$ cat src/rtl/xbar_route_pkg.sv
package xbar_route_pkg;

    localparam int unsigned N_IN    = 16;
    localparam int unsigned N_OUT   = 9;
    localparam int unsigned IDX_W   = $clog2(N_IN);
    localparam int unsigned WORD_W  = IDX_W + 1;
    localparam int unsigned CHAIN_W = N_OUT * WORD_W;
    localparam int unsigned ADDR_W  = $clog2(N_OUT);

    typedef struct packed {
        logic             en;
        logic [IDX_W-1:0] idx;
    } route_word_t;

    typedef route_word_t [N_OUT-1:0] route_bank_t;

    typedef struct packed {
        logic              do_shift;
        logic              do_write;
        logic              do_commit;
        logic              bcast;
        logic [ADDR_W-1:0] addr;
        route_word_t       data;
        logic              sdi;
    } route_cmd_t;

    function automatic logic [N_IN-1:0] word_onehot(input route_word_t w);
        logic [N_IN-1:0] v;
        v = '0;
        if (w.en) v[w.idx] = 1'b1;
        return v;
    endfunction

    function automatic logic addr_hit(input logic [ADDR_W-1:0] a,
                                      input int unsigned k,
                                      input logic bc);
        return bc || (int'(a) == int'(k));
    endfunction

endpackage

$ cat src/rtl/route_cmd_gate.sv
module route_cmd_gate
    import xbar_route_pkg::*;
(
    input  logic              cs,
    input  logic              par_mode,
    input  logic              shift_stb,
    input  logic              sdi,
    input  logic              wr_stb,
    input  logic [ADDR_W-1:0] wr_addr,
    input  logic [WORD_W-1:0] wr_data,
    input  logic              wr_bcast,
    input  logic              commit,
    output route_cmd_t        cmd
);

    always_comb begin
        cmd           = '0;
        cmd.do_shift  = cs && !par_mode && shift_stb;
        cmd.do_write  = par_mode && wr_stb;
        cmd.do_commit = cs && commit;
        cmd.bcast     = wr_bcast;
        cmd.addr      = wr_addr;
        cmd.data      = route_word_t'(wr_data);
        cmd.sdi       = sdi;
    end

endmodule

$ cat src/rtl/route_stage_rank.sv
module route_stage_rank
    import xbar_route_pkg::*;
(
    input  logic        clk,
    input  route_cmd_t  cmd,
    output route_bank_t stage_o,
    output logic        sdo
);

    logic [CHAIN_W-1:0] chain_q;
    logic [CHAIN_W-1:0] chain_d;

    always_comb begin
        chain_d = chain_q;
        if (cmd.do_shift) begin
            chain_d = {chain_q[CHAIN_W-2:0], cmd.sdi};
        end
        for (int unsigned k = 0; k < N_OUT; k++) begin
            if (cmd.do_write && addr_hit(cmd.addr, k, cmd.bcast)) begin
                chain_d[k*WORD_W +: WORD_W] = cmd.data;
            end
        end
    end

    always_ff @(posedge clk) begin
        chain_q <= chain_d;
    end

    assign stage_o = route_bank_t'(chain_q);
    assign sdo     = chain_q[CHAIN_W-1];

endmodule

$ cat src/rtl/route_live_rank.sv
module route_live_rank
    import xbar_route_pkg::*;
(
    input  logic        clk,
    input  logic        rst,
    input  logic        do_commit,
    input  route_bank_t stage_i,
    output route_bank_t live_o
);

    route_bank_t live_q;

    always_ff @(posedge clk) begin
        if (rst) begin
            live_q <= '0;
        end else if (do_commit) begin
            live_q <= stage_i;
        end
    end

    assign live_o = live_q;

    // a qualified commit lands every staged word in the live rank
    a_r3_commit_copies: assert property (@(posedge clk) disable iff (rst)
        do_commit |=> (live_q == $past(stage_i)));

    // without a commit the live rank holds
    a_r2_live_holds: assert property (@(posedge clk) disable iff (rst)
        !do_commit |=> $stable(live_q));

    // the cycle after reset every destination is disabled
    a_r8_reset_disables: assert property (@(posedge clk) disable iff (rst)
        $past(rst) |-> (live_q == '0));

endmodule

$ cat src/rtl/route_out_decode.sv
module route_out_decode
    import xbar_route_pkg::*;
(
    input  route_bank_t                 live_i,
    output logic [N_OUT-1:0]            en_o,
    output logic [N_OUT*IDX_W-1:0]      sel_o,
    output logic [N_OUT*N_IN-1:0]       hot_o
);

    for (genvar k = 0; k < N_OUT; k++) begin : g_dest
        logic [N_IN-1:0] hot_k;

        always_comb begin
            hot_k = word_onehot(live_i[k]);
        end

        assign en_o[k]                  = live_i[k].en;
        assign sel_o[k*IDX_W +: IDX_W]  = live_i[k].idx;
        assign hot_o[k*N_IN +: N_IN]    = hot_k;

        // at most one source per destination, none when disabled
        always_comb begin
            a_r1_single_source: assert ($onehot0(hot_k));
            a_r1_off_is_dark: assert (live_i[k].en || (hot_k == '0));
        end
    end

endmodule

$ cat src/rtl/xbar_route_ctl.sv
module xbar_route_ctl
    import xbar_route_pkg::*;
(
    input  logic                       clk,
    input  logic                       rst,
    input  logic                       cs,
    input  logic                       par_mode,
    input  logic                       shift_stb,
    input  logic                       sdi,
    output logic                       sdo,
    input  logic                       wr_stb,
    input  logic [ADDR_W-1:0]          wr_addr,
    input  logic [WORD_W-1:0]          wr_data,
    input  logic                       wr_bcast,
    input  logic                       commit,
    output logic [N_OUT-1:0]           out_en,
    output logic [N_OUT*IDX_W-1:0]     out_sel,
    output logic [N_OUT*N_IN-1:0]      out_hot
);

    route_cmd_t  cmd;
    route_bank_t stage_bank;
    route_bank_t live_bank;

    route_cmd_gate u_gate (
        .cs        (cs),
        .par_mode  (par_mode),
        .shift_stb (shift_stb),
        .sdi       (sdi),
        .wr_stb    (wr_stb),
        .wr_addr   (wr_addr),
        .wr_data   (wr_data),
        .wr_bcast  (wr_bcast),
        .commit    (commit),
        .cmd       (cmd)
    );

    route_stage_rank u_stage (
        .clk     (clk),
        .cmd     (cmd),
        .stage_o (stage_bank),
        .sdo     (sdo)
    );

    route_live_rank u_live (
        .clk       (clk),
        .rst       (rst),
        .do_commit (cmd.do_commit),
        .stage_i   (stage_bank),
        .live_o    (live_bank)
    );

    route_out_decode u_dec (
        .live_i (live_bank),
        .en_o   (out_en),
        .sel_o  (out_sel),
        .hot_o  (out_hot)
    );

    // a shift brings the next staged bit onto sdo
    a_r7_sdo_advances: assert property (@(posedge clk) disable iff (rst)
        (cs && !par_mode && shift_stb) |=>
            (sdo == $past(stage_bank[N_OUT-1].idx[IDX_W-1])));

    // with chip select low and no write, the chain end holds
    a_r9_cs_blocks_shift: assert property (@(posedge clk) disable iff (rst)
        (!cs && !(par_mode && wr_stb)) |=> $stable(sdo));

    // with chip select low the outputs hold
    a_r9_cs_blocks_commit: assert property (@(posedge clk) disable iff (rst)
        !cs |=> ($stable(out_en) && $stable(out_sel)));

    // in parallel mode a shift alone leaves the chain end alone
    a_r10_mode_blocks_shift: assert property (@(posedge clk) disable iff (rst)
        (par_mode && !wr_stb) |=> $stable(sdo));

endmodule

$ cat config.mk
export PLATFORM = sky130hd
export DESIGN_NAME = xbar_route_ctl
export DESIGN_NICKNAME = d
export VERILOG_FILES = /design/src/rtl/xbar_route_pkg.sv /design/src/rtl/route_cmd_gate.sv /design/src/rtl/route_stage_rank.sv /design/src/rtl/route_live_rank.sv /design/src/rtl/route_out_decode.sv /design/src/rtl/xbar_route_ctl.sv
export SDC_FILE = /design/constraint.sdc
export NUM_CORES = 1
export LEC_CHECK = 0
export BUFFER_PORTS_ARGS = -buffer_cell sky130_fd_sc_hd__buf_2
export CAP_MARGIN = 40
export CORE_AREA = 10 10 105 145
export CTS_BUF_LIST = sky130_fd_sc_hd__clkbuf_4 sky130_fd_sc_hd__clkbuf_8 sky130_fd_sc_hd__clkbuf_16
export CTS_CLUSTER_DIAMETER = 200
export DETAILED_ROUTE_END_ITERATION = 8
export DIE_AREA = 0 0 115 155
export GPL_TIMING_DRIVEN = 0
export PLACE_DENSITY = 0.66
export SYNTH_ARGS = -nofsm -noshare
export SYNTH_HDL_FRONTEND = slang
export SYNTH_SLANG_ARGS = --single-unit
$ cat constraint.sdc
create_clock -name clk -period 1.7 [get_ports clk]
set_clock_uncertainty 0.05 [all_clocks]
set_input_delay 0.34 -clock clk [delete_from_list [all_inputs] [get_ports clk]]
set_output_delay 0.34 -clock clk [all_outputs]
set_load 0.03 [all_outputs]
# Word-level counts from Yosys, hierarchy flattened
# Cells that the tools add are included.
[totals]
register_bits = 90
latch_bits = 0
ram_bits = 0
romBits = 0
inputBits = 18
output_inout_bits = 190
elab_cells = 132
mem_count = 0
[classes]
add_sub_neg = 0
n_mul = 0
div = 0
n_lt_le_gt_ge = 18
eq_ne = 8
shifts = 0
muxes = 37
n_bitwise = 0
n_reduce_logical = 42
[ops]
columns = ["cell", "count"]
rows = [
  ["16-bit 2-to-1 mux", 9],
  ["4-bit by 5-bit < comparator with 1-bit output, second input constant", 9],
  ["45-bit 2-to-1 mux", 1],
  ["5-bit 2-to-1 mux", 9],
  ["1-bit demux with 4-bit select", 9],
  ["4-bit by 1-bit greater-or-equal comparator with 1-bit output, second input constant", 9],
  ["1-bit logical AND", 22],
  ["4-bit equality test, second input constant", 5],
  ["2-bit nonzero test", 9],
  ["1-bit logical OR", 9],
  ["1-bit 2-to-1 mux", 9],
  ["4-bit by 3-bit equality test with 1-bit output, second input constant", 2],
  ["4-bit by 2-bit equality test with 1-bit output, second input constant", 1],
  ["4-bit zero test", 1],
  ["1-bit zero test", 1],
]

# Logic depth before layout (Yosys ltp)
[depth]
word_depth = 5
mapped_depth = 5
depth_no_buf = 3

# By module
# A second synthesis with hierarchy kept.
[unflattened]
cells_unflattened = 546
hier_area_um2 = 5162.5
[modules_own_cells]
columns = ["module", "n_inst", "cells_per_inst", "area_per_inst_um2", "seq_area_each_um2"]
rows = [
  ["route_stage_rank", 1, 135, 2025.7, 1351.3],
  ["route_live_rank", 1, 145, 1635.3, 900.9],
  ["route_out_decode", 1, 252, 1396.3, 0.0],
  ["route_cmd_gate", 1, 14, 105.1, 0.0],
]

# Least setup slack after synthesis
# Ideal clock, no wire load.
[synth_timing]
kind = "register to output"
startpoint = "register u_live.live_q, in the netlist u_live.live_o[34]"
endpoint = "output out_hot[96]"
t_arrival_ps = 1729
t_required_ps = 1310
slack_ps = -419
path_stages_with_launch = 3
n_path_buf = 0
path_cell_list = "dfxtp_1 or3b_2 nor3_1"
[synth_via]
elab_chain_cells = 1
[synth_rtl]
columns = ["item", "line_no", "text"]
rows = [
  ["start, declared", "route_live_rank.sv:11", "route_bank_t live_q;"],
  ["start signal, assigned", "route_live_rank.sv:17", "live_q <= stage_i;"],
  ["16-bit 2-to-1 mux", "xbar_route_pkg.sv:30", "if (w.en) v[w.idx] = 1'b1;"],
  ["end, declared", "xbar_route_ctl.sv:18", "output logic [N_OUT*N_IN-1:0] out_hot"],
]
# Every way passes these cells.

# Worst setup path in the final report
[layout_timing]
startpoint = "register u_live.live_q, in the netlist u_live.live_o[7]"
endpoint = "output out_hot[16]"
[layout_via]
elab_chain_cells = 5
word_cells_on_any_way = 6
cone_classes = "order compare: 2; mux: 3; reduce/logical: 1"
[layout_rtl]
columns = ["item", "line_no"]
rows = [
  ["4-bit by 5-bit < comparator with 1-bit output (not written as such) / 4-bit by 1-bit greater-or-equal comparator with 1-bit output (equally long branches)", "xbar_route_pkg.sv:30"],
  ["1-bit logical AND (not written as such)", "xbar_route_pkg.sv:30"],
  ["1-bit 2-to-1 mux (not written as such)", "xbar_route_pkg.sv:30"],
  ["1-bit demux with 4-bit select (*)", "n/a"],
  ["16-bit 2-to-1 mux (*)", "xbar_route_pkg.sv:30"],
]
# Mark *: on every way between the ends. The rest lies on a longest branch, timed or not.

==> results_dict.tcl <==
set metrics [dict create \
    drive_gt1_share_pct 62.41 \
    setup_tns_ps -4049 \
    synth_seq_cells 90 \
    start_kind "flip-flop" \
    die_area_sq_um 17830 \
    hold_viol 0 \
    layout_min_cycle_time_ps 1844 \
    antenna_cells 0 \
    viasPerCell 5.126 \
    dp_hpwl_microns 11760 \
    antenna_found_initial 1 \
    dieWidth_microns 115 \
    wire_per_inst_microns 17.89 \
    setup_viol 51 \
    power_frac_seq_pct 46.1 \
    cts_tree "done" \
    holdCritPathClass "primary input to flip-flop" \
    synth-seq-area-share_pct 48.08 \
    cts_buffer_depth 2 \
    yosys-top-cells-area "edfxtp_1, dfxtp_1, mux2_2" \
    remaining_drc_errors 0 \
    detail_route.iter0.violations 254 \
    postSynthNetCount 557 \
    crit_type "flip-flop to primary output" \
    max-vdd-ir-drop_mv 0.5021 \
    grt_start_max_net_pins 15 \
    slew_violations 0 \
    critPathRequiredTime_ps 1310 \
    final_nets 803 \
    io_pins 208 \
    p_int_mw 4.014 \
    min-delay-start "sdi" \
    cts_root_buffer "clkbuf_16" \
    synth_top_cell_by_area "edfxtp_1" \
    p_leak_nw 3.198 \
    synth_edf_count 45 \
    holdPathStages 2 \
    r2r_start "u_stage.stage_o[9]$_DFFE_PP_" \
    maxSlewHeadroom_pct 56.76 \
    grt-ovfl-total 0 \
    switching_share_pct 26.39 \
    grt_pass1_vias 4742 \
    clk_latency_ps 340 \
    crit_chain "or3b_4 -> nor3_4 -> buf_6" \
    netlist.area_leader.share_pct 28.85 \
    crit_path_top_delay_cell "or3b_4" \
    power_density_nw_per_um2 677.8 \
    async_flop_share_pct 0 \
    cp.arrival_ps 1450 \
    cp_num_cells 3 \
    firstDrtPassIters 5 \
    clock_sinks 90 \
    synth_area_sq_um 4684 \
    synth_common_cells "nand2_1, nor2_1, a21oi_1, dfxtp_1, edfxtp_1" \
    coreArea_sq_um 12630 \
    rsz0062_at_grt "yes" \
    critPathCaptureType "primary output" \
    routed_wl_microns 16870 \
    gp_congestion 0.8050 \
    cp-startpoint "u_live.live_o[7]$_SDFFE_PP0P_" \
    synth_cell_types 23 \
    cts_buffers 9 \
    syn_inst 539 \
    violations "negative setup slack" \
    tightest_slew_ps 648.7 \
    ant_nets 0 \
    path_buf_inv 1 \
    synth-main-ff-cell "edfxtp_1" \
    htreeDepth 3 \
    clkPwrFrac_pct 37.7 \
    fp.dieH_microns 155 \
    ys_warn_count 0 \
    p_sw_mw 1.439 \
    vias 4834 \
    place_ws_ps -122.0 \
    grt_util_all_layers_pct 17.22 \
    initial_core_util_pct 37.09 \
    grt_pass1_wl_microns 25090 \
    hold_buffers 0 \
    rows 49 \
    reg2reg_depth 1 \
    setup_ws_ps -144.3 \
    drv_cap 0 \
    cp_max_fo 6 \
    crit_path_max_incr_delay_ps 470 \
    port_buffers 205 \
    p_comb_share_pct 16.1 \
    cp_top_family "simple AND/OR/NAND/NOR gates" \
    max_freq_ghz 0.5422 \
    synthToLayoutAreaGrowth_pct 71.74 \
    syn-mean-instance-area_sq_um 8.691 \
    stdcell_area_sq_um 8045 \
    synth_most_common_cell "nand2_1" \
    status "complete, but fails checks" \
    finish.utilization_pct 63.70 \
    clk_pin_slew_ps 60 \
    fin_crit_sh_pct 108.5 \
    postPlaceCellArea_sq_um 6304 \
]
[layout by cell type (no fill, tap or decap), types with 5 or more instances in the layout]
| cell type | count |
|---|---|
| nand2b_4 | 14 |
| a21oi_1 | 45 |
| nand3b_1 | 18 |
| mux2_2 | 41 |
| nor2_1 | 49 |
| nand2_1 | 102 |
| buf_2 | 69 |
| dfxtp_1 | 6 |
| buf_8 | 5 |
| buf_6 | 71 |
| nand3_2 | 6 |
| nor2_2 | 24 |
| nor3_2 | 32 |
| buf_4 | 98 |
| nor3_4 | 8 |
| or3b_4 | 8 |
| dfxtp_4 | 24 |
| nand2_2 | 8 |
| dfxtp_2 | 15 |
| clkbuf_1 | 13 |
| clkbuf_16 | 10 |
| edfxtp_1 | 45 |
| nor2_4 | 30 |
[logic make-up after synthesis]
family                 after synthesis  share of synthesized area (%)
AOI/OAI and AO/OA                   54                          6.891
buffers and inverters               28                          2.377
DFF                                 90                          48.08
muxes                               45                          10.82
and+or+nand+nor                    322                          31.84
[power by group through the flow]
stage | clock [mW] | sequential, mW | combinational, mW
after floorplan | 0 | 2.64 | 0.403
after CTS | 2.10 | 2.52 | 0.814
final | 2.06 | 2.52 | 0.879
after global placement | 0 | 2.56 | 0.691
after global routing | 2.18 | 2.53 | 0.943
after detailed placement | 0 | 2.57 | 0.708
[worst paths after layout]
check	end	slack, ps
worst max-delay path	out_hot[16]	-140
worst min-delay path	u_stage.stage_o[0]$_DFFE_PP_	250
worst max register to register	u_stage.stage_o[10]$_DFFE_PP_	690
worst min register to register	u_live.live_o[13]$_SDFFE_PP0P_	440
[flip-flops by register name, indices dropped and copies added (netlist names)]
| register | cells |
|---|---|
| u_live.live_o | 45 |
| u_stage.stage_o | 45 |
[area by class of cell]
| type | count | area [sq um] |
|---|---|---|
| Sequential cell | 90 | 2361 |
| Fill cell | 1034 | 4584 |
| Timing Repair Buffer | 237 | 1892 |
| Buffer | 26 | 195.2 |
| Clock buffer | 9 | 225.2 |
| Multi-Input combinational cell | 421 | 3097 |
| Clock inverter | 7 | 83.83 |
| Tap cell | 153 | 191.4 |
[metrics by stage]
| step | cells | hold WS, ps | total power [mW] |
|---|---|---|---|
| after floorplan | 539 | 441.1 | 3.044 |
| after global placement | 897 | 425.7 | 3.253 |
| after detailed placement | 897 | 430.6 | 3.276 |
| after CTS | 929 | 241.6 | 5.430 |
| after global routing | 943 | 258.3 | 5.655 |
| final | 943 | 252.9 | 5.453 |
[metal layers]
layer / global-route usage (%) / share of wire [%] / up-vias
met4: 5.201 / 1.8 / 2
li1: - / - / 2357
met3: 4.888 / 6.3 / 28
met2: 31.51 / 56 / 135
met1: 18.38 / 35 / 2312
met5: 0 / 0.077 / -
[what timing repair did]
action	4_1_cts	5_1_grt
pin swaps	17	33
resized for setup	249	159
endpoints found under the setup margin	140	142
cloned	2	1
buffers inserted	16	13
Note: power is estimated with default switching activity, not from simulation.
